File: src/rtl/spare_gap_pkg.sv
package spare_gap_pkg;

  typedef enum logic {
    DIR_INSERT = 1'b0,
    DIR_STRIP  = 1'b1
  } dir_e;

  typedef enum logic {
    PH_DATA = 1'b0,
    PH_GAP  = 1'b1
  } phase_e;

endpackage

File: src/rtl/spare_gap_seq.sv
module spare_gap_seq
  import spare_gap_pkg::*;
#(
  parameter int CW      = 7,
  parameter int NW      = 5,
  parameter int GW      = 2,
  parameter int GAP_LEN = 4
) (
  input  logic          clk,
  input  logic          rst_n,
  input  dir_e          dir_i,
  input  logic [CW-1:0] s_i,
  input  logic [NW-1:0] n_i,
  input  logic          step_i,
  output dir_e          dir_o,
  output phase_e        phase_o,
  output logic [CW-1:0] byte_o,
  output logic [NW-1:0] chunk_o,
  output logic [GW-1:0] gap_o,
  output logic          start_o,
  output logic          last_data_o,
  output logic          last_gap_o,
  output logic          last_chunk_o
);

  // configuration held for the page, loaded on the first step
  dir_e          dir_q,   dir_n;
  logic [CW-1:0] s_q,     s_n;
  logic [NW-1:0] n_q,     n_n;
  logic          start_q, start_n;

  // position within the page
  phase_e        phase_q, phase_n;
  logic [CW-1:0] byte_q,  byte_n;
  logic [NW-1:0] chunk_q, chunk_n;
  logic [GW-1:0] gap_q,   gap_n;

  dir_e          dir_eff;
  logic [CW-1:0] s_eff;
  logic [NW-1:0] n_eff;
  logic          last_data, last_gap, last_chunk;

  // between pages the live inputs apply, inside a page the held copy
  assign dir_eff = start_q ? dir_i : dir_q;
  assign s_eff   = start_q ? s_i   : s_q;
  assign n_eff   = start_q ? n_i   : n_q;

  assign last_data  = (byte_q  == s_eff - CW'(1));
  assign last_gap   = (gap_q   == GW'(GAP_LEN - 1));
  assign last_chunk = (chunk_q == n_eff - NW'(1));

  always_comb begin
    dir_n   = dir_q;
    s_n     = s_q;
    n_n     = n_q;
    start_n = start_q;
    phase_n = phase_q;
    byte_n  = byte_q;
    chunk_n = chunk_q;
    gap_n   = gap_q;
    if (step_i) begin
      if (start_q) begin
        dir_n   = dir_i;
        s_n     = s_i;
        n_n     = n_i;
        start_n = 1'b0;
      end
      if (phase_q == PH_DATA) begin
        if (last_data) begin
          phase_n = PH_GAP;
          byte_n  = '0;
        end else begin
          byte_n  = byte_q + CW'(1);
        end
      end else begin
        if (last_gap) begin
          phase_n = PH_DATA;
          gap_n   = '0;
          if (last_chunk) begin
            chunk_n = '0;
            start_n = 1'b1;
          end else begin
            chunk_n = chunk_q + NW'(1);
          end
        end else begin
          gap_n = gap_q + GW'(1);
        end
      end
    end
  end

  always_ff @(posedge clk or negedge rst_n) begin
    if (!rst_n) begin
      dir_q   <= DIR_INSERT;
      s_q     <= '0;
      n_q     <= '0;
      start_q <= 1'b1;
      phase_q <= PH_DATA;
      byte_q  <= '0;
      chunk_q <= '0;
      gap_q   <= '0;
    end else if (step_i) begin
      dir_q   <= dir_n;
      s_q     <= s_n;
      n_q     <= n_n;
      start_q <= start_n;
      phase_q <= phase_n;
      byte_q  <= byte_n;
      chunk_q <= chunk_n;
      gap_q   <= gap_n;
    end
  end

  assign dir_o        = dir_eff;
  assign phase_o      = phase_q;
  assign byte_o       = byte_q;
  assign chunk_o      = chunk_q;
  assign gap_o        = gap_q;
  assign start_o      = start_q;
  assign last_data_o  = last_data;
  assign last_gap_o   = last_gap;
  assign last_chunk_o = last_chunk;

  // the byte position never runs past the chunk size in use
  a_r9_byte_in_range: assert property (@(posedge clk) disable iff (!rst_n)
    (phase_q == PH_DATA && s_eff != '0) |-> (byte_q < s_eff));

  // inside a page the held configuration does not move
  a_r8_cfg_held: assert property (@(posedge clk) disable iff (!rst_n)
    (!start_q && !$past(start_q)) |-> ($stable(dir_q) && $stable(s_q) && $stable(n_q)));

endmodule

File: src/rtl/spare_gap_route.sv
module spare_gap_route
  import spare_gap_pkg::*;
#(
  parameter int DATA_W = 8
) (
  input  dir_e              dir_i,
  input  phase_e            phase_i,
  input  logic              last_data_i,
  input  logic              last_gap_i,
  input  logic              last_chunk_i,
  input  logic              in_valid,
  input  logic [DATA_W-1:0] in_data,
  output logic              in_ready,
  output logic              out_valid,
  output logic [DATA_W-1:0] out_data,
  output logic              out_last,
  input  logic              out_ready,
  output logic              step_o
);

  always_comb begin
    if (phase_i == PH_DATA) begin
      // chunk bytes pass straight through in both directions
      out_valid = in_valid;
      out_data  = in_data;
      in_ready  = out_ready;
      step_o    = in_valid && out_ready;
      out_last  = (dir_i == DIR_STRIP) && last_data_i && last_chunk_i;
    end else if (dir_i == DIR_INSERT) begin
      // gap bytes are made here; upstream is held off
      out_valid = 1'b1;
      out_data  = '0;
      in_ready  = 1'b0;
      step_o    = out_ready;
      out_last  = last_gap_i && last_chunk_i;
    end else begin
      // gap bytes are swallowed; downstream sees nothing
      out_valid = 1'b0;
      out_data  = '0;
      in_ready  = 1'b1;
      step_o    = in_valid;
      out_last  = 1'b0;
    end
  end

endmodule

File: src/rtl/spare_gap_stat.sv
module spare_gap_stat #(
  parameter int DATA_W  = 8,
  parameter int ENTRIES = 16,
  parameter int NW      = 5
) (
  input  logic                      clk,
  input  logic                      rst_n,
  input  logic                      we_i,
  input  logic [NW-1:0]             idx_i,
  input  logic [DATA_W-1:0]         d_i,
  output logic [ENTRIES*DATA_W-1:0] stat_o
);

  for (genvar g = 0; g < ENTRIES; g++) begin : g_entry
    logic              hit;
    logic [DATA_W-1:0] q;

    assign hit = we_i && (idx_i == NW'(g));

    always_ff @(posedge clk or negedge rst_n) begin
      if (!rst_n) begin
        q <= '0;
      end else if (hit) begin
        q <= d_i;
      end
    end

    assign stat_o[g*DATA_W +: DATA_W] = q;
  end

endmodule

File: src/rtl/spare_gap_shaper.sv
module spare_gap_shaper
  import spare_gap_pkg::*;
#(
  parameter int DATA_W          = 8,
  parameter int MAX_CHUNK_BYTES = 64,
  parameter int MAX_CHUNKS      = 16,
  parameter int GAP_LEN         = 4,
  localparam int CW = $clog2(MAX_CHUNK_BYTES + 1),
  localparam int NW = $clog2(MAX_CHUNKS + 1),
  localparam int GW = (GAP_LEN > 1) ? $clog2(GAP_LEN) : 1
) (
  input  logic                         clk,
  input  logic                         rst_n,
  input  logic                         mode_i,
  input  logic [CW-1:0]                chunk_bytes_i,
  input  logic [NW-1:0]                chunk_count_i,
  input  logic                         in_valid,
  input  logic [DATA_W-1:0]            in_data,
  output logic                         in_ready,
  output logic                         out_valid,
  output logic [DATA_W-1:0]            out_data,
  output logic                         out_last,
  input  logic                         out_ready,
  output logic [MAX_CHUNKS*DATA_W-1:0] stat_o
);

  dir_e          dir;
  phase_e        phase;
  logic [CW-1:0] byte_cnt;
  logic [NW-1:0] chunk_cnt;
  logic [GW-1:0] gap_cnt;
  logic          page_start;
  logic          last_data, last_gap, last_chunk;
  logic          step;
  logic          stat_we;

  spare_gap_seq #(
    .CW(CW), .NW(NW), .GW(GW), .GAP_LEN(GAP_LEN)
  ) u_seq (
    .clk          (clk),
    .rst_n        (rst_n),
    .dir_i        (dir_e'(mode_i)),
    .s_i          (chunk_bytes_i),
    .n_i          (chunk_count_i),
    .step_i       (step),
    .dir_o        (dir),
    .phase_o      (phase),
    .byte_o       (byte_cnt),
    .chunk_o      (chunk_cnt),
    .gap_o        (gap_cnt),
    .start_o      (page_start),
    .last_data_o  (last_data),
    .last_gap_o   (last_gap),
    .last_chunk_o (last_chunk)
  );

  spare_gap_route #(
    .DATA_W(DATA_W)
  ) u_route (
    .dir_i        (dir),
    .phase_i      (phase),
    .last_data_i  (last_data),
    .last_gap_i   (last_gap),
    .last_chunk_i (last_chunk),
    .in_valid     (in_valid),
    .in_data      (in_data),
    .in_ready     (in_ready),
    .out_valid    (out_valid),
    .out_data     (out_data),
    .out_last     (out_last),
    .out_ready    (out_ready),
    .step_o       (step)
  );

  // the first swallowed gap byte of a chunk is its status
  assign stat_we = (dir == DIR_STRIP) && (phase == PH_GAP) && (gap_cnt == '0) && in_valid;

  spare_gap_stat #(
    .DATA_W(DATA_W), .ENTRIES(MAX_CHUNKS), .NW(NW)
  ) u_stat (
    .clk    (clk),
    .rst_n  (rst_n),
    .we_i   (stat_we),
    .idx_i  (chunk_cnt),
    .d_i    (in_data),
    .stat_o (stat_o)
  );

  // a refused output leaves the data position where it was
  a_r7_stall_no_advance: assert property (@(posedge clk) disable iff (!rst_n)
    (phase == PH_DATA && !out_ready) |=> ($stable(byte_cnt) && $stable(chunk_cnt)));

  // in insert direction the flagged byte closes the page
  a_r6_insert_last_ends_page: assert property (@(posedge clk) disable iff (!rst_n)
    (out_valid && out_ready && out_last && dir == DIR_INSERT) |=> page_start);

  // in strip direction the flagged byte is followed by the final gap
  a_r6_strip_last_opens_gap: assert property (@(posedge clk) disable iff (!rst_n)
    (out_valid && out_ready && out_last && dir == DIR_STRIP) |=> (phase == PH_GAP && gap_cnt == '0));

  // the status array only changes on a captured gap byte
  a_r5_stat_quiet: assert property (@(posedge clk) disable iff (!rst_n)
    !stat_we |=> $stable(stat_o));

endmodule

File: config.mk
export PLATFORM = sky130hd
export DESIGN_NAME = spare_gap_shaper
export DESIGN_NICKNAME = d
export VERILOG_FILES = /design/src/rtl/spare_gap_pkg.sv /design/src/rtl/spare_gap_seq.sv /design/src/rtl/spare_gap_route.sv /design/src/rtl/spare_gap_stat.sv /design/src/rtl/spare_gap_shaper.sv
export SDC_FILE = /design/constraint.sdc
export NUM_CORES = 1
export LEC_CHECK = 0
export BUFFER_PORTS_ARGS = -buffer_cell sky130_fd_sc_hd__buf_4
export CAP_MARGIN = 10
export CORE_AREA = 2 2 125 127
export CTS_BUF_LIST = sky130_fd_sc_hd__clkbuf_2
export DETAILED_ROUTE_END_ITERATION = 10
export DIE_AREA = 0 0 127 129
export HOLD_SLACK_MARGIN = 0.1
export PLACE_DENSITY = 0.73
export SETUP_SLACK_MARGIN = 0.3
export SYNTH_ARGS = -nofsm -noshare
export SYNTH_HDL_FRONTEND = slang
export SYNTH_SLANG_ARGS = --single-unit
File: constraint.sdc
create_clock -name clk -period 3.85 [get_ports clk]
set_input_delay 0.77 -clock clk [delete_from_list [all_inputs] [get_ports clk]]
set_output_delay 0.77 -clock clk [all_outputs]
set_load 0.01 [all_outputs]
Word-level counts from Yosys, hierarchy flattened
Index checks and enable logic that the tools add are counted.
- mux-type cells: 21
- bitwise logic cells: 1
- reductions and logical operators: 28
- equality and inequality tests: 18
- add/sub/neg operators: 5
- operator list (cell ; count):
    5-bit by 4-bit equality test with 1-bit output (second input constant) ; 8
    1-bit logical AND ; 23
    5-bit by 3-bit equality test with 1-bit output (second input constant) ; 4
    1-bit 2-to-1 mux ; 15
    7-bit 2-to-1 mux ; 2
    5-bit by 2-bit equality test with 1-bit output (second input constant) ; 2
    5-bit 2-to-1 mux ; 2
    8-bit 2-to-1 mux ; 1
    7-bit by 1-bit adder with 7-bit output (second input constant) ; 1
    7-bit equality test ; 1
    7-bit by 1-bit subtractor with 7-bit output (second input constant) ; 1
    5-bit by 1-bit adder with 5-bit output (second input constant) ; 1
    5-bit by 1-bit equality test with 1-bit output (second input constant) ; 1
    5-bit equality test ; 1
    5-bit logical NOT ; 1
    5-bit by 1-bit subtractor with 5-bit output (second input constant) ; 1
    2-bit AND reduction ; 2
    3-bit AND reduction ; 1
    2-bit by 1-bit adder with 2-bit output (second input constant) ; 1
    2-bit equality test (second input constant) ; 1
    2-bit logical NOT ; 1
    2-bit 2-to-1 mux ; 1
    1-bit NOT ; 1
- output and inout port bits: 139
- bits of input ports: 25
- logic and storage cells: 97
- register bits after elaboration: 157

Longest topological paths before layout
Gate-level depths: netlist of the first run.
- depth in word-level cells: 6
- gate-level depth with buffers: 10
- gate-level depth less buffers: 7

Modules after synthesis
From an unflattened synthesis of the first run, not the netlist that was laid out.
- cell total of the unflattened synthesis: 490
- area, all modules: 6950.4 um^2
- by module, submodules not included (module ; sequential area each (um^2) ; instances ; cells an instance ; area an instance (um^2)):
    spare_gap_stat ; 3203.1 ; 1 ; 293 ; 5008.6
    spare_gap_seq ; 726.9 ; 1 ; 178 ; 1809.2
    spare_gap_route ; 0.0 ; 1 ; 17 ; 117.6
    spare_gap_shaper ; 0.0 ; 1 ; 2 ; 15.0

Worst setup path before layout of the first run
OpenSTA, ideal clock, no wires.
- path type: register to output
- from: register u_seq.start_q, in the netlist u_seq.start_o
- to: output out_last
- path buffers: 3
- arrival time: 2294 ps
- setup slack: 786 ps
- stages on the path, launching flop included: 11
- data required time: 3080 ps
- path through: dfstp_2 -> buf_6 -> buf_8 -> buf_6 -> mux2i_2 -> ha_1 -> xnor2_1 -> nor3_1 -> a31oi_2 -> nor2_1 -> a21boi_1
- cells in the longest elaborated chain, start to end: 6
- elaborated cells on any way between the ends: 12
- classes of those cells: add/sub (2); eq/ne (2); mux (5); reduce/logical (3)
- ends and longest elaborated chain (item ; line ; RTL):
    from (decl) ; spare_gap_seq.sv:30 ; logic start_q, start_n;
    from (signal assigned) ; spare_gap_seq.sv:106 ; start_q <= start_n;
    7-bit 2-to-1 mux / 5-bit 2-to-1 mux (equally long branches) ; spare_gap_seq.sv:45, spare_gap_seq.sv:46 ;
    7-bit by 1-bit subtractor with 7-bit output / 5-bit by 1-bit subtractor with 5-bit output (equally long branches) ; spare_gap_seq.sv:48, spare_gap_seq.sv:50 ;
    7-bit equality test / 5-bit equality test (equally long branches) ; spare_gap_seq.sv:48, spare_gap_seq.sv:50 ;
    1-bit logical AND (on tied branches) ; spare_gap_route.sv:28, spare_gap_route.sv:35 ;
    1-bit logical AND / 1-bit 2-to-1 mux (equally long branches) ; spare_gap_route.sv:28, spare_gap_route.sv:29 ;
    1-bit 2-to-1 mux (*) ; spare_gap_route.sv:22 ; if (phase_i == PH_DATA) begin
    to (decl) ; spare_gap_shaper.sv:22 ; output logic out_last,
Every way passes the cells marked *; elsewhere a longest branch is shown, timed or not.

Final worst setup path of the first run
Ends and elaborated chain as after synthesis.

==> results of run 1 <==
[what timing repair did]
action | 4_1_cts | 5_1_grt
endpoints found under the hold margin | 80 | 0
hold buffers | 1 | 0
gates resized for setup | 24 | 6
setup endpoints to repair | 1 | 1
pin swaps | 10 | 7
gates cloned | 1 | 0
buffers inserted | 18 | 3
[flip-flops by register name (all words and copies together), names as in the netlist]
signal	cells
u_seq.byte_o	7
u_seq.phase_o	1
u_stat.g_entry.q	128
u_seq.chunk_o	5
u_seq.dir_q	1
u_seq.start_o	1
u_seq.gap_o	2
u_seq.s_q	7
u_seq.n_q	5
[area by class of cell]
class / instances / area share (%)
Multi-Input combinational cell: 314 / 36.7
Clock inverter: 11 / 1.27
Sequential cell: 157 / 42.1
Timing Repair Buffer: 191 / 16.0
Antenna cell: 1 / 0.0268
Inverter: 6 / 0.241
Tap cell: 188 / 2.52
Clock buffer: 20 / 1.07
[worst max-delay path: cells and delay by family (launching register included)]
| kind | cells | cell delay (ns) |
|---|---|---|
| AO/OA/AOI/OAI | 3 | 0.54 |
| adder cells (fa/ha/maj) | 1 | 0.21 |
| buffers and inverters | 3 | 0.37 |
| flip-flops | 1 | 0.64 |
| multiplexers | 2 | 0.33 |
| AND/OR/NAND/NOR | 1 | 0.13 |
[synth_stat cells (5+ instances only)]
cell | instances | area [um^2]
dfrtp_1 | 156 | 3900
mux2_4 | 65 | 976
mux2_2 | 60 | 676
nand2_1 | 18 | 67.6
nor2_1 | 17 | 63.8
xnor2_1 | 14 | 123
clkbuf_1 | 13 | 48.8
mux2_1 | 12 | 135
mux2i_1 | 12 | 120
nor2b_1 | 12 | 75.1
nand3_4 | 11 | 193
ha_1 | 10 | 125
nand3_1 | 9 | 45.0
a21oi_1 | 8 | 40.0
inv_1 | 6 | 22.5
o21ai_0 | 6 | 30.0
xor2_1 | 6 | 52.6
nor3_1 | 5 | 25.0
[layer usage]
metal  wire length (um)  up-vias  share of wire [%]  track usage, %
met3               1230       27                6.9            7.61
met2               8720      147                 49            37.7
met5                  0        -                  0               0
met1               7560     2459                 43            28.4
li1                   -     2144                  -               -
met4                244        0                1.4            6.79
[kinds of logic after synthesis]
kind of cell / count (synthesis) / share of synthesized area, %
compound gates: 36 / 3.69
xor+xnor: 21 / 2.60
simple gates: 95 / 9.75
buf+inv: 26 / 2.03
flops: 157 / 53.5
fa+ha+maj: 10 / 1.70
mux: 152 / 26.7
[through the flow]
step / cells / power [W] / TNS [ns]
floorplan: 497 / 0.00238 / 0
global placement: 833 / 0.00258 / 0
detailed placement: 833 / 0.00261 / 0
CTS: 884 / 0.00360 / 0
global route: 888 / 0.00382 / -0.0794
finish: 888 / 0.00362 / 0
[worst min path at each step]
| stage | start | endpoint | slack [ns] | cells after the start |
|---|---|---|---|---|
| 2_1_floorplan | u_seq.n_q[4] | u_seq.n_q[4] | 0.46 | 1 |
| 3_3_place_gp | u_seq.n_q[4] | u_seq.n_q[4] | 0.48 | 1 |
| 3_5_place_dp | u_seq.n_q[4] | u_seq.n_q[4] | 0.48 | 1 |
| 4_1_cts | chunk_count_i[4] | u_seq.n_q[4] | 0.18 | 2 |
| 5_1_grt | chunk_count_i[4] | u_seq.n_q[4] | 0.16 | 2 |
| 6_report | chunk_count_i[4] | u_seq.n_q[4] | 0.25 | 2 |
[power groups by stage]
stage,Clock [W],Sequential [W],Combinational [W]
3_5_place_dp,0,0.00189,0.000722
3_3_place_gp,0,0.00188,0.000696
6_report,0.000884,0.00187,0.000864
5_1_grt,0.000987,0.00189,0.000941
4_1_cts,0.000911,0.00187,0.000819
2_1_floorplan,0,0.00185,0.000528
==> summary.txt, run 1 <==
Clocking
  • CTS tree: built
  • Clk sinks: 157
  • Clk root buf: clkbuf_2
  • Worst-Skew Late Latency: 0.72 ns
  • TritonCTS Buffers: 17
  • Longest Clk Path Bufs: 2
  • Worst-path clk slew: 0.23 ns
  • H-tree levels: 4

Pwr
  • Logic pwr share: between 20% and 30%
  • Sequential Power Share: roughly half
  • Internal Power: 0.00244 W
  • Pleak: 4.82 nW
  • Switching share of power: 32.6%
  • Worst vdd ir: slightly above 0.2 mV
  • PwrDens: roughly 390 nW/um^2
  • Clock power share: 24.4%
  • P_sw: 0.00118 W

GRT
  • First-pass GRT wire length: approximately 28 mm
  • Initial antenna violation count: 1
  • Largest net degree at the start of global routing: 95
  • Total gr overflow: 0
  • GRT Overall Usage: 22.7%
  • Number of global-route vias before repair: roughly 5100

Critical path
  • Reg2Reg Depth: 10
  • CP Capture Type: primary output
  • Slowest cell on the critical path: dfstp_2
  • CP Capture Point: out_last
  • Worst reg2reg setup slack: 0.90 ns
  • CP startpoint kind: flip-flop
  • Maximum net fanout on the critical path: 4
  • Required time of the critical path: 3.08 ns
  • Max incr delay on CP: 0.64 ns
  • CP arrival: 2.95 ns
  • Crit. Startpoint: u_seq.start_o
  • CP Class: flip-flop to primary output
  • Reg2reg start: u_seq.start_o
  • R2R Path End: u_seq.n_q[3]
  • Critical path cell sequence: buf_12, buf_6, mux2i_4, ha_2, o21a_1, mux2i_2, o22ai_4, nand4_1, a21boi_2, buf_4

Final layout
  • Fin util: between 60 and 70%
  • Final instance area: 9330 um^2
  • Most frequent cells in the layout: 185 x buf_4, 156 x dfrtp_1, 65 x mux2_4, 60 x mux2_2, 20 x clkbuf_2
  • Sequential cell area: 3930 um^2
  • Layout fillers: 1136
  • Final net count: 722
  • Most common cell after layout, fill and taps aside: buf_4
  • Share of post-route cells with drive strength above 1: 56.4%
  • Area occupied by multi-input gates: 3430 um^2
  • Layout area overhead: 26.9%

Drt
  • Via/cell ratio: 5.38
  • TritonRoute pass-1 iters: 4
  • Final ANT Viol Nets: 0
  • Via Count: 4777
  • Drc violations: 0
  • Final WL: 17.8 mm
  • Iter 0 DRT Violations: roughly 280
  • Avg WL per Cell: approximately 20 um

Place
  • RePlAce Congestion: 0.845
  • Cell Area, Placed: 8720 um^2
  • Hpwl dp: approximately 12 mm
  • Post-Place Setup Slack: 0.515 ns
  • Port bufs: 163

Timing
  • RSZ-0062 raised after global routing: yes
  • Fmax: 269 MHz
  • Final Max Slew Viols: 0
  • Final setup viols: 0
  • Clock period minus worst slack: 3.72 ns
  • Worst Max-Slew Pin Slew: slightly below 0.9 ns
  • Max-Slew Margin vs Limit: 41.8%
  • Worst Slack Setup Final: 0.134 ns
  • Fin. Hold Viols: 0
  • Smallest hold slack: 0.250 ns
  • Clock Skew: ~0.036 ns
  • Fin crit share: 96.5%

Yosys
  • Post-Syn Area: 7350 um^2
  • Sequential fraction of the synthesis area: a little over half
  • Cell variety after synth: 60
  • Number of flops mapped to enable cells by yosys: 0
  • Flops & latches, synth: 157
  • Yosys warns: 0
  • Synth Flop Type: dfrtp_1
  • Async S/R FF share, synth: 100%
  • Mean post-synth cell area: 14.8 um^2
  • Post-Synthesis Cells: around 500
  • Syn nets: approximately 530

Flow run
  • Number of max-cap violations: 0

Hold path
  • HP Class: input port to flip-flop

Die
  • Rows: 45
  • Core Area: approximately 15000 um^2
  • I/O pin count: 164
  • Initial core utilization: 49.1%
  • Die Wd: 127 um
  • Die Y: 129 um
  • DIE AREA: 16400 um^2

Run status
  • Outcome: complete, no violations
(Power assumes the default switching activity.)
==> run 2, diff against run 1 <==
--- a/config.mk
+++ b/config.mk
@@ -7,13 +7,14 @@
 export LEC_CHECK = 0
 export BUFFER_PORTS_ARGS = -buffer_cell sky130_fd_sc_hd__buf_4
 export CAP_MARGIN = 10
-export CORE_AREA = 2 2 125 127
+export CORE_AREA = 2 2 121 123
 export CTS_BUF_LIST = sky130_fd_sc_hd__clkbuf_2
 export DETAILED_ROUTE_END_ITERATION = 10
-export DIE_AREA = 0 0 127 129
+export DIE_AREA = 0 0 123 125
 export HOLD_SLACK_MARGIN = 0.1
-export PLACE_DENSITY = 0.73
+export PLACE_DENSITY = 0.74
 export SETUP_SLACK_MARGIN = 0.3
 export SYNTH_ARGS = -nofsm -noshare
 export SYNTH_HDL_FRONTEND = slang
+export SYNTH_HIERARCHICAL = 1
 export SYNTH_SLANG_ARGS = --single-unit
==> summary.txt, run 2 <==
Run status
  • Outcome: finished, violations left
  • Failing checks: setup timing

GRT
  • Initial antenna violation count: 0 (-1)
  • Largest net degree at the start of global routing: 79 (-17%)
  • First-pass GRT wire length: 26.3 mm (-7.2%)
  • GRT Overall Usage: 22.7% (+0.057 points)
  • Number of global-route vias before repair: 4906 (-3.9%)
  • Total gr overflow: 0 (unchanged)

Die
  • Core Area: 14200 um^2 (-5.2%)
  • DIE AREA: 15400 um^2 (-6.2%)
  • Die Wd: 123 um (-3.1%)
  • Rows: 44 (-2.2%)
  • Initial core utilization: 48.9% (-0.14 points)
  • Die Y: 125 um (-3.1%)
  • I/O pin count: 164 (unchanged)

Final layout
  • Biggest register: u_stat/g_entry.q
  • Final net count: 702 (-2.8%)
  • Non-Filler Instances: 869 (-2.1%)
  • Share of post-route cells with drive strength above 1: 55.9% (-0.45 points)
  • Final instance area: 8870 um^2 (-4.9%)
  • Number of flip-flops in the largest register: 128 (unchanged)
  • # diodes: 0 (-1)
  • Most common cell after layout, fill and taps aside: buf_4
  • Layout area overhead: 27.7%
  • Most frequent cells in the layout: 178 x buf_4, 156 x dfrtp_1, 115 x mux2_2, 18 x clkbuf_2, 16 x mux2_4

Timing
  • RSZ-0062 raised after global routing: yes
  • Worst Max-Slew Pin Slew: 0.753 ns (-0.120 ns)
  • Final setup viols: 1 (+1)
  • Setup TNS: -0.149 ns (-0.149 ns)
  • Clock period minus worst slack: 4.00 ns (+0.283 ns)
  • Clock Skew: 0.0357 ns (-0.000109 ns)
  • Smallest hold slack: 0.278 ns (+0.0278 ns)
  • Fmax: 250 MHz (-7.1%)
  • Worst Slack Setup Final: -0.149 ns (-0.283 ns)
  • Max-Slew Margin vs Limit: 49.8% (+8.0 points)
  • Fin. Hold Viols: 0 (unchanged)
  • Fin crit share: 104% (+7.3 points)
  • Final Max Slew Viols: 0 (unchanged)

Critical path
  • Maximum net fanout on the critical path: 4 (unchanged)
  • Crit. Startpoint: u_seq/start_o
  • Reg2Reg Depth: 9 (-1)
  • Required time of the critical path: 3.08 ns (about the same)
  • Slowest cell on the critical path: dfstp_2
  • Buffers & Inverters on Critical Path: 1 (-2)
  • CP Capture Type: primary output
  • Reg2reg start: u_seq/start_o
  • CP Class: flip-flop to primary output
  • Max incr delay on CP: 0.68 ns (+0.04 ns)
  • CP Capture Point: out_last
  • Critical path cell sequence: mux2i_4, ha_4, nor4b_4, nor2_2, or3_4, o311a_4, nor3_4, nand3b_1, a21boi_1, buf_4
  • CP startpoint kind: flip-flop
  • CP arrival: 3.23 ns (+0.28 ns)
  • CP top delay family: simple AND/OR/NAND/NOR gates
  • Critical path depth: 10 (unchanged)
  • R2R Path End: u_seq/byte_o[6]
  • Worst reg2reg setup slack: 0.96 ns (+0.06 ns)

Clocking
  • TritonCTS Buffers: 17 (unchanged)
  • Longest Clk Path Bufs: 2 (unchanged)
  • Worst-path clk slew: 0.22 ns (about the same)
  • Worst-Skew Late Latency: 0.75 ns (+0.03 ns)
  • CTS tree: built
  • Clk sinks: 157 (unchanged)
  • Clk root buf: clkbuf_2
  • H-tree levels: 4 (unchanged)

Drt
  • Final ANT Viol Nets: 0 (unchanged)
  • Avg WL per Cell: 19.4 um (-3.1%)
  • TritonRoute pass-1 iters: 4 (unchanged)
  • Iter 0 DRT Violations: 206 (-26%)
  • Drc violations: 0 (unchanged)
  • Via/cell ratio: 5.42 (+0.73%)
  • Final WL: 16.8 mm (-5.2%)
  • Via Count: 4709 (-1.4%)

Pwr
  • PwrDens: 430 nW/um^2 (+11%)
  • Tot Pwr: 0.00381 W (+5.3%)
  • Pleak: 4.55 nW (-5.5%)
  • Worst vdd ir: 0.257 mV (+24%)

Yosys
  • Most frequent cells after synthesis: 156 x dfrtp_1, 115 x mux2_2, 16 x mux2_4
  • Post-Syn Area: 6950 um^2 (-5.4%)
  • Area share of the largest cell type after synthesis: 56.2% (+3.1 points)
  • Number of flops mapped to enable cells by yosys: 0 (unchanged)
  • Top-count cell post-synth: dfrtp_1
  • Syn nets: 520 (-2.3%)
  • Post-Synthesis Cells: 490 (-1.4%)
  • Sequential fraction of the synthesis area: 56.5% (+3.1 points)
  • Top cells by area, synth: dfrtp_1 56%, mux2_2 19%, mux2_4 3.5%, xnor2_1 1.6%, mux2i_1 1.6%
  • Flops & latches, synth: 157 (unchanged)
  • Cell variety after synth: 53 (-12%)
  • Post-synth top area cell: dfrtp_1
  • Yosys warns: 6 (+6)
  • Async S/R FF share, synth: 100% (unchanged)
  • Synth Flop Type: dfrtp_1
  • Mean post-synth cell area: 14.2 um^2 (-4.1%)

Place
  • RePlAce Congestion: 0.903 (+6.9%)
  • Dpl cells: 824 (-1.1%)
  • Port bufs: 163 (unchanged)
  • Cell Area, Placed: 8350 um^2 (-4.3%)
  • Hpwl dp: 11.4 mm (-4.4%)

Flow run
  • Number of max-cap violations: 0 (unchanged)

Hold path
  • Hold path depth: 2 (unchanged)
  • HP Class: input port to flip-flop
run 2: cell count changes in the layout (fill, tap and decap cells not counted), sizes merged, moves of 5 or more:
cell / before / now
buf: 189 / 181
nor3: 8 / 13
o21ai: 6 / 15
nand3: 22 / 9
nand2: 19 / 24
ha: 10 / 5
nor2: 20 / 11
run 2: how the worst min path moves through the flow:
| stage | start | end | slack [ns] |
|---|---|---|---|
| 5_1_grt | chunk_count_i[4] | u_seq/n_q[4] | 0.20 |
| 2_1_floorplan | rst_n | u_seq/byte_o[0] | 0.47 |
| 6_report | chunk_count_i[4] | u_seq/n_q[4] | 0.28 |
| 3_3_place_gp | u_stat/g_entry[3].q[0] | u_stat/g_entry[3].q[0] | 0.47 |
| 3_5_place_dp | u_stat/g_entry[3].q[6] | u_stat/g_entry[3].q[6] | 0.48 |
| 4_1_cts | chunk_count_i[4] | u_seq/n_q[4] | 0.22 |
run 2: per-layer routing:
metal | routed length, um | vias up | global-route usage (%)
met5 | 0 | - | 0
met4 | 230 | 0 | 6.62
met3 | 1250 | 23 | 8.71
met2 | 8580 | 145 | 37.0
met1 | 6770 | 2414 | 28.1
li1 | - | 2127 | -
run 2: final cells by class:
cell class,count,area [um^2]
Fill cell,1108,5330
Multi-Input combinational cell,312,3000
Clock inverter,14,214
Tap cell,184,230
Timing Repair Buffer,182,1400
Clock buffer,18,90.1
Inverter,2,7.51
Sequential cell,157,3930
run 2: through the flow:
| step | utilization [%] | setup WS (ns) |
|---|---|---|
| floorplan | - | 0.314 |
| global placement | 58.8 | 0.209 |
| detailed placement | 58.8 | 0.162 |
| CTS | 62.0 | -0.254 |
| global route | 62.5 | -0.356 |
| finish | 62.5 | -0.149 |
run 2: worst reg2reg max path, stage by stage (launching register included):
cell     delay, ns
dfstp_2       0.68
mux2i_4       0.30
ha_4          0.17
nor4b_4       0.23
nor2_2        0.09
or3_4         0.38
o311a_4       0.14
buf_4         0.16
o31ai_2       0.42
o22ai_1       0.19
run 2: cells by family after synthesis:
group           synth area share (%)
flops                           56.5
mux                             25.3
simple gates                    9.58
compound gates                  3.56
buf+inv                         1.82
xor+xnor                        2.27
fa+ha+maj                      0.900
run 2: what timing repair did:
| action | CTS | global route |
|---|---|---|
| hold buffers | 1 | 0 |
| hold endpoints to repair | 75 | 0 |
| buffers inserted | 9 | 3 |
| pin swaps | 8 | 4 |
| setup endpoints to repair | 1 | 1 |
| resized for setup | 14 | 6 |
run 2: power by group:
| part | internal (W) | switching (W) | leakage (nW) |
|---|---|---|---|
| logic | 0.000402 | 0.000420 | 2.24 |
| registers | 0.00176 | 0.000147 | 2.14 |
| clock network | 0.000497 | 0.000590 | 0.173 |
| total | 0.00266 | 0.00116 | 4.55 |
==> run 3, diff against run 2 <==
==> constraint.sdc (replaced) <==
create_clock -name clk -period 4.88 [get_ports clk]
set_input_delay 0.976 -clock clk [delete_from_list [all_inputs] [get_ports clk]]
set_output_delay 0.976 -clock clk [all_outputs]
set_load 0.1 [all_outputs]
==> summary.txt, run 3 (synthesized netlist as in run 2, its figures left out) <==
Timing
  • Final Max Slew Viols: 0 (unchanged)
  • Worst Slack Setup Final: 0.474 ns (+0.623 ns)
  • Fin. Hold Viols: 0 (unchanged)
  • Worst Max-Slew Pin Slew: 1.08 ns (+0.325 ns)
  • Max-Slew Margin vs Limit: 28.1% (-22 points)
  • RSZ-0062 raised after global routing: yes
  • Fin crit share: ~90%
  • Final setup viols: 0 (-1)
  • Setup TNS: 0 ns (+0.149 ns)
  • Fmax: approximately 230 MHz
  • Clock period minus worst slack: 4.41 ns
  • Clock Skew: 0.0334 ns (-0.00224 ns)

Critical path
  • CP startpoint kind: flip-flop
  • Crit. Startpoint: u_seq/start_o
  • CP Class: flip-flop to primary output
  • R2R Path End: u_stat/g_entry[3].q[4]
  • CP Capture Point: out_last
  • CP Capture Type: primary output
  • CP arrival: 3.43 ns (+0.20 ns)
  • Reg2reg start: u_seq/start_o
  • Required time of the critical path: 3.90 ns (+0.82 ns)
  • Reg2Reg Depth: 6 (-3)
  • Maximum net fanout on the critical path: 4 (unchanged)
  • Worst reg2reg setup slack: 1.83 ns (+0.87 ns)

Clocking
  • CTS tree: built
  • Longest Clk Path Bufs: 2 (unchanged)
  • H-tree levels: 4 (unchanged)
  • TritonCTS Buffers: 17 (unchanged)
  • Worst-Skew Late Latency: 0.72 ns (-0.03 ns)
  • Clk root buf: clkbuf_2
  • Clk sinks: 157 (unchanged)
  • Worst-path clk slew: 0.23 ns (about the same)

Place
  • Hpwl dp: 11.3 mm (-1.1%)
  • Cell Area, Placed: 8320 um^2 (-0.42%)
  • Post-Place Setup Slack: 0.480 ns (+0.318 ns)
  • Port bufs: 163 (unchanged)
  • RePlAce Congestion: 0.891 (-1.3%)

Final layout
  • Layout area overhead: 25.4%
  • Biggest register: u_stat/g_entry.q
  • Number of flip-flops in the largest register: 128 (unchanged)
  • Most common cell after layout, fill and taps aside: buf_4
  • Fin util: 61.4% (-1.1 points)
  • Layout fillers: 1145 (+3.3%)
  • Final net count: 693 (-1.3%)
  • # diodes: 0 (unchanged)
  • Most frequent cells in the layout: 170 x buf_4, 156 x dfrtp_1, 115 x mux2_2, 18 x clkbuf_2, 16 x mux2_4
  • Final instance area: 8710 um^2 (-1.8%)
  • Share of post-route cells with drive strength above 1: 55.3% (-0.59 points)

GRT
  • Largest net degree at the start of global routing: 120 (+52%)
  • GRT Overall Usage: 22.5% (-0.25 points)
  • First-pass GRT wire length: 26.4 mm (+0.24%)
  • Initial antenna violation count: 0 (unchanged)
  • Number of global-route vias before repair: 4905 (-0.020%)
  • Total gr overflow: 0 (unchanged)

Drt
  • Via Count: 4609 (-2.1%)
  • Via/cell ratio: 5.36 (-1.1%)
  • Iter 0 DRT Violations: 198 (-3.9%)
  • Avg WL per Cell: 19.4 um (-0.11%)
  • Final WL: 16.6 mm (-1.1%)
  • TritonRoute pass-1 iters: 4 (unchanged)
  • Drc violations: 0 (unchanged)
  • Final ANT Viol Nets: 0 (unchanged)

Hold path
  • HP Class: input port to async pin

Pwr
  • PwrDens: 367 nW/um^2 (-15%)
  • Worst vdd ir: 0.235 mV (-8.4%)
  • Pleak: 4.48 nW (-1.6%)

Die
  • Initial core utilization: 48.9% (unchanged)
  • Rows: 44 (unchanged)
  • I/O pin count: 164 (unchanged)
  • Die Y: 125 um (unchanged)
  • Core Area: 14200 um^2 (unchanged)
  • DIE AREA: 15400 um^2 (unchanged)
  • Die Wd: 123 um (unchanged)

Flow run
  • Number of max-cap violations: 0 (unchanged)

Run status
  • Outcome: complete, no violations
[run 3: changes by cell type in the layout (fill, tap and decap cells not counted), moves of 2 or more]
cell | previous run | this run
buf_4 | 178 | 170
clkinv_4 | 1 | 3
inv_6 | 3 | 0
mux2i_2 | 0 | 4
mux2i_4 | 6 | 1
[run 3: how the worst min path moves through the flow]
stage	from	to	slack [ns]
after floorplan	u_seq/dir_q	u_seq/dir_q	0.48
after global placement	u_stat/g_entry[3].q[1]	u_stat/g_entry[3].q[1]	0.47
after detailed placement	u_stat/g_entry[3].q[5]	u_stat/g_entry[3].q[5]	0.48
after CTS	rst_n	u_stat/g_entry[5].q[2]	0.35
after global routing	rst_n	u_seq/s_q[2]	0.40
final	rst_n	u_seq/s_q[2]	0.37
[run 3: metrics by stage]
| step | hold WS [ns] | cells | power (W) |
|---|---|---|---|
| after floorplan | 0.477 | 490 | 0.00213 |
| after global routing | 0.397 | 860 | 0.00336 |
| after detailed placement | 0.479 | 821 | 0.00234 |
| final | 0.366 | 860 | 0.00320 |
| after CTS | 0.354 | 854 | 0.00317 |
| after global placement | 0.474 | 821 | 0.00231 |
[run 3: per-layer routing]
layer	share of wire [%]	GRT usage [%]	vias up	routed length, um
met2	52	38.2	140	8600
li1	-	-	2091	-
met5	0	0	-	0
met4	1.1	6.08	0	178
met1	40	27.1	2363	6680
met3	7.1	7.71	15	1180
[run 3: worst max-delay path: stages (launching register included)]
cell,delay (ns)
dfstp_2,0.66
mux2i_2,0.26
ha_2,0.23
nor4b_4,0.26
nor2_2,0.09
xor2_1,0.17
o311a_4,0.38
nor3_4,0.13
nand3b_1,0.12
a21boi_2,0.21
buf_12,0.20
[run 3: layout make-up]
cell class | instances | area, um^2 | area share [%]
well taps | 184 | 230 | 2.64
clock buffers | 18 | 90.1 | 1.03
clock inverters | 14 | 194 | 2.23
repair buffers | 173 | 1320 | 15.1
inverters | 2 | 7.51 | 0.0861
flip-flops and latches | 157 | 3930 | 45.1
multi-input cells | 312 | 2940 | 33.8
[run 3: repair_timing]
| item | 4_1_cts | 5_1_grt |
|---|---|---|
| gates resized for setup | 9 | 6 |
| pin swaps | 0 | 6 |
| hold buffers | 0 | 0 |
| buffers inserted | 1 | 6 |
| setup endpoints to repair | 1 | 1 |
[run 3: power breakdown]
| part | total, W | switching [W] | internal [W] | leakage [nW] |
|---|---|---|---|---|
| Sequential | 0.00150 | 0.000112 | 0.00139 | 2.14 |
| Combinational | 0.000889 | 0.000598 | 0.000291 | 2.18 |
| Clock | 0.000811 | 0.000470 | 0.000340 | 0.160 |
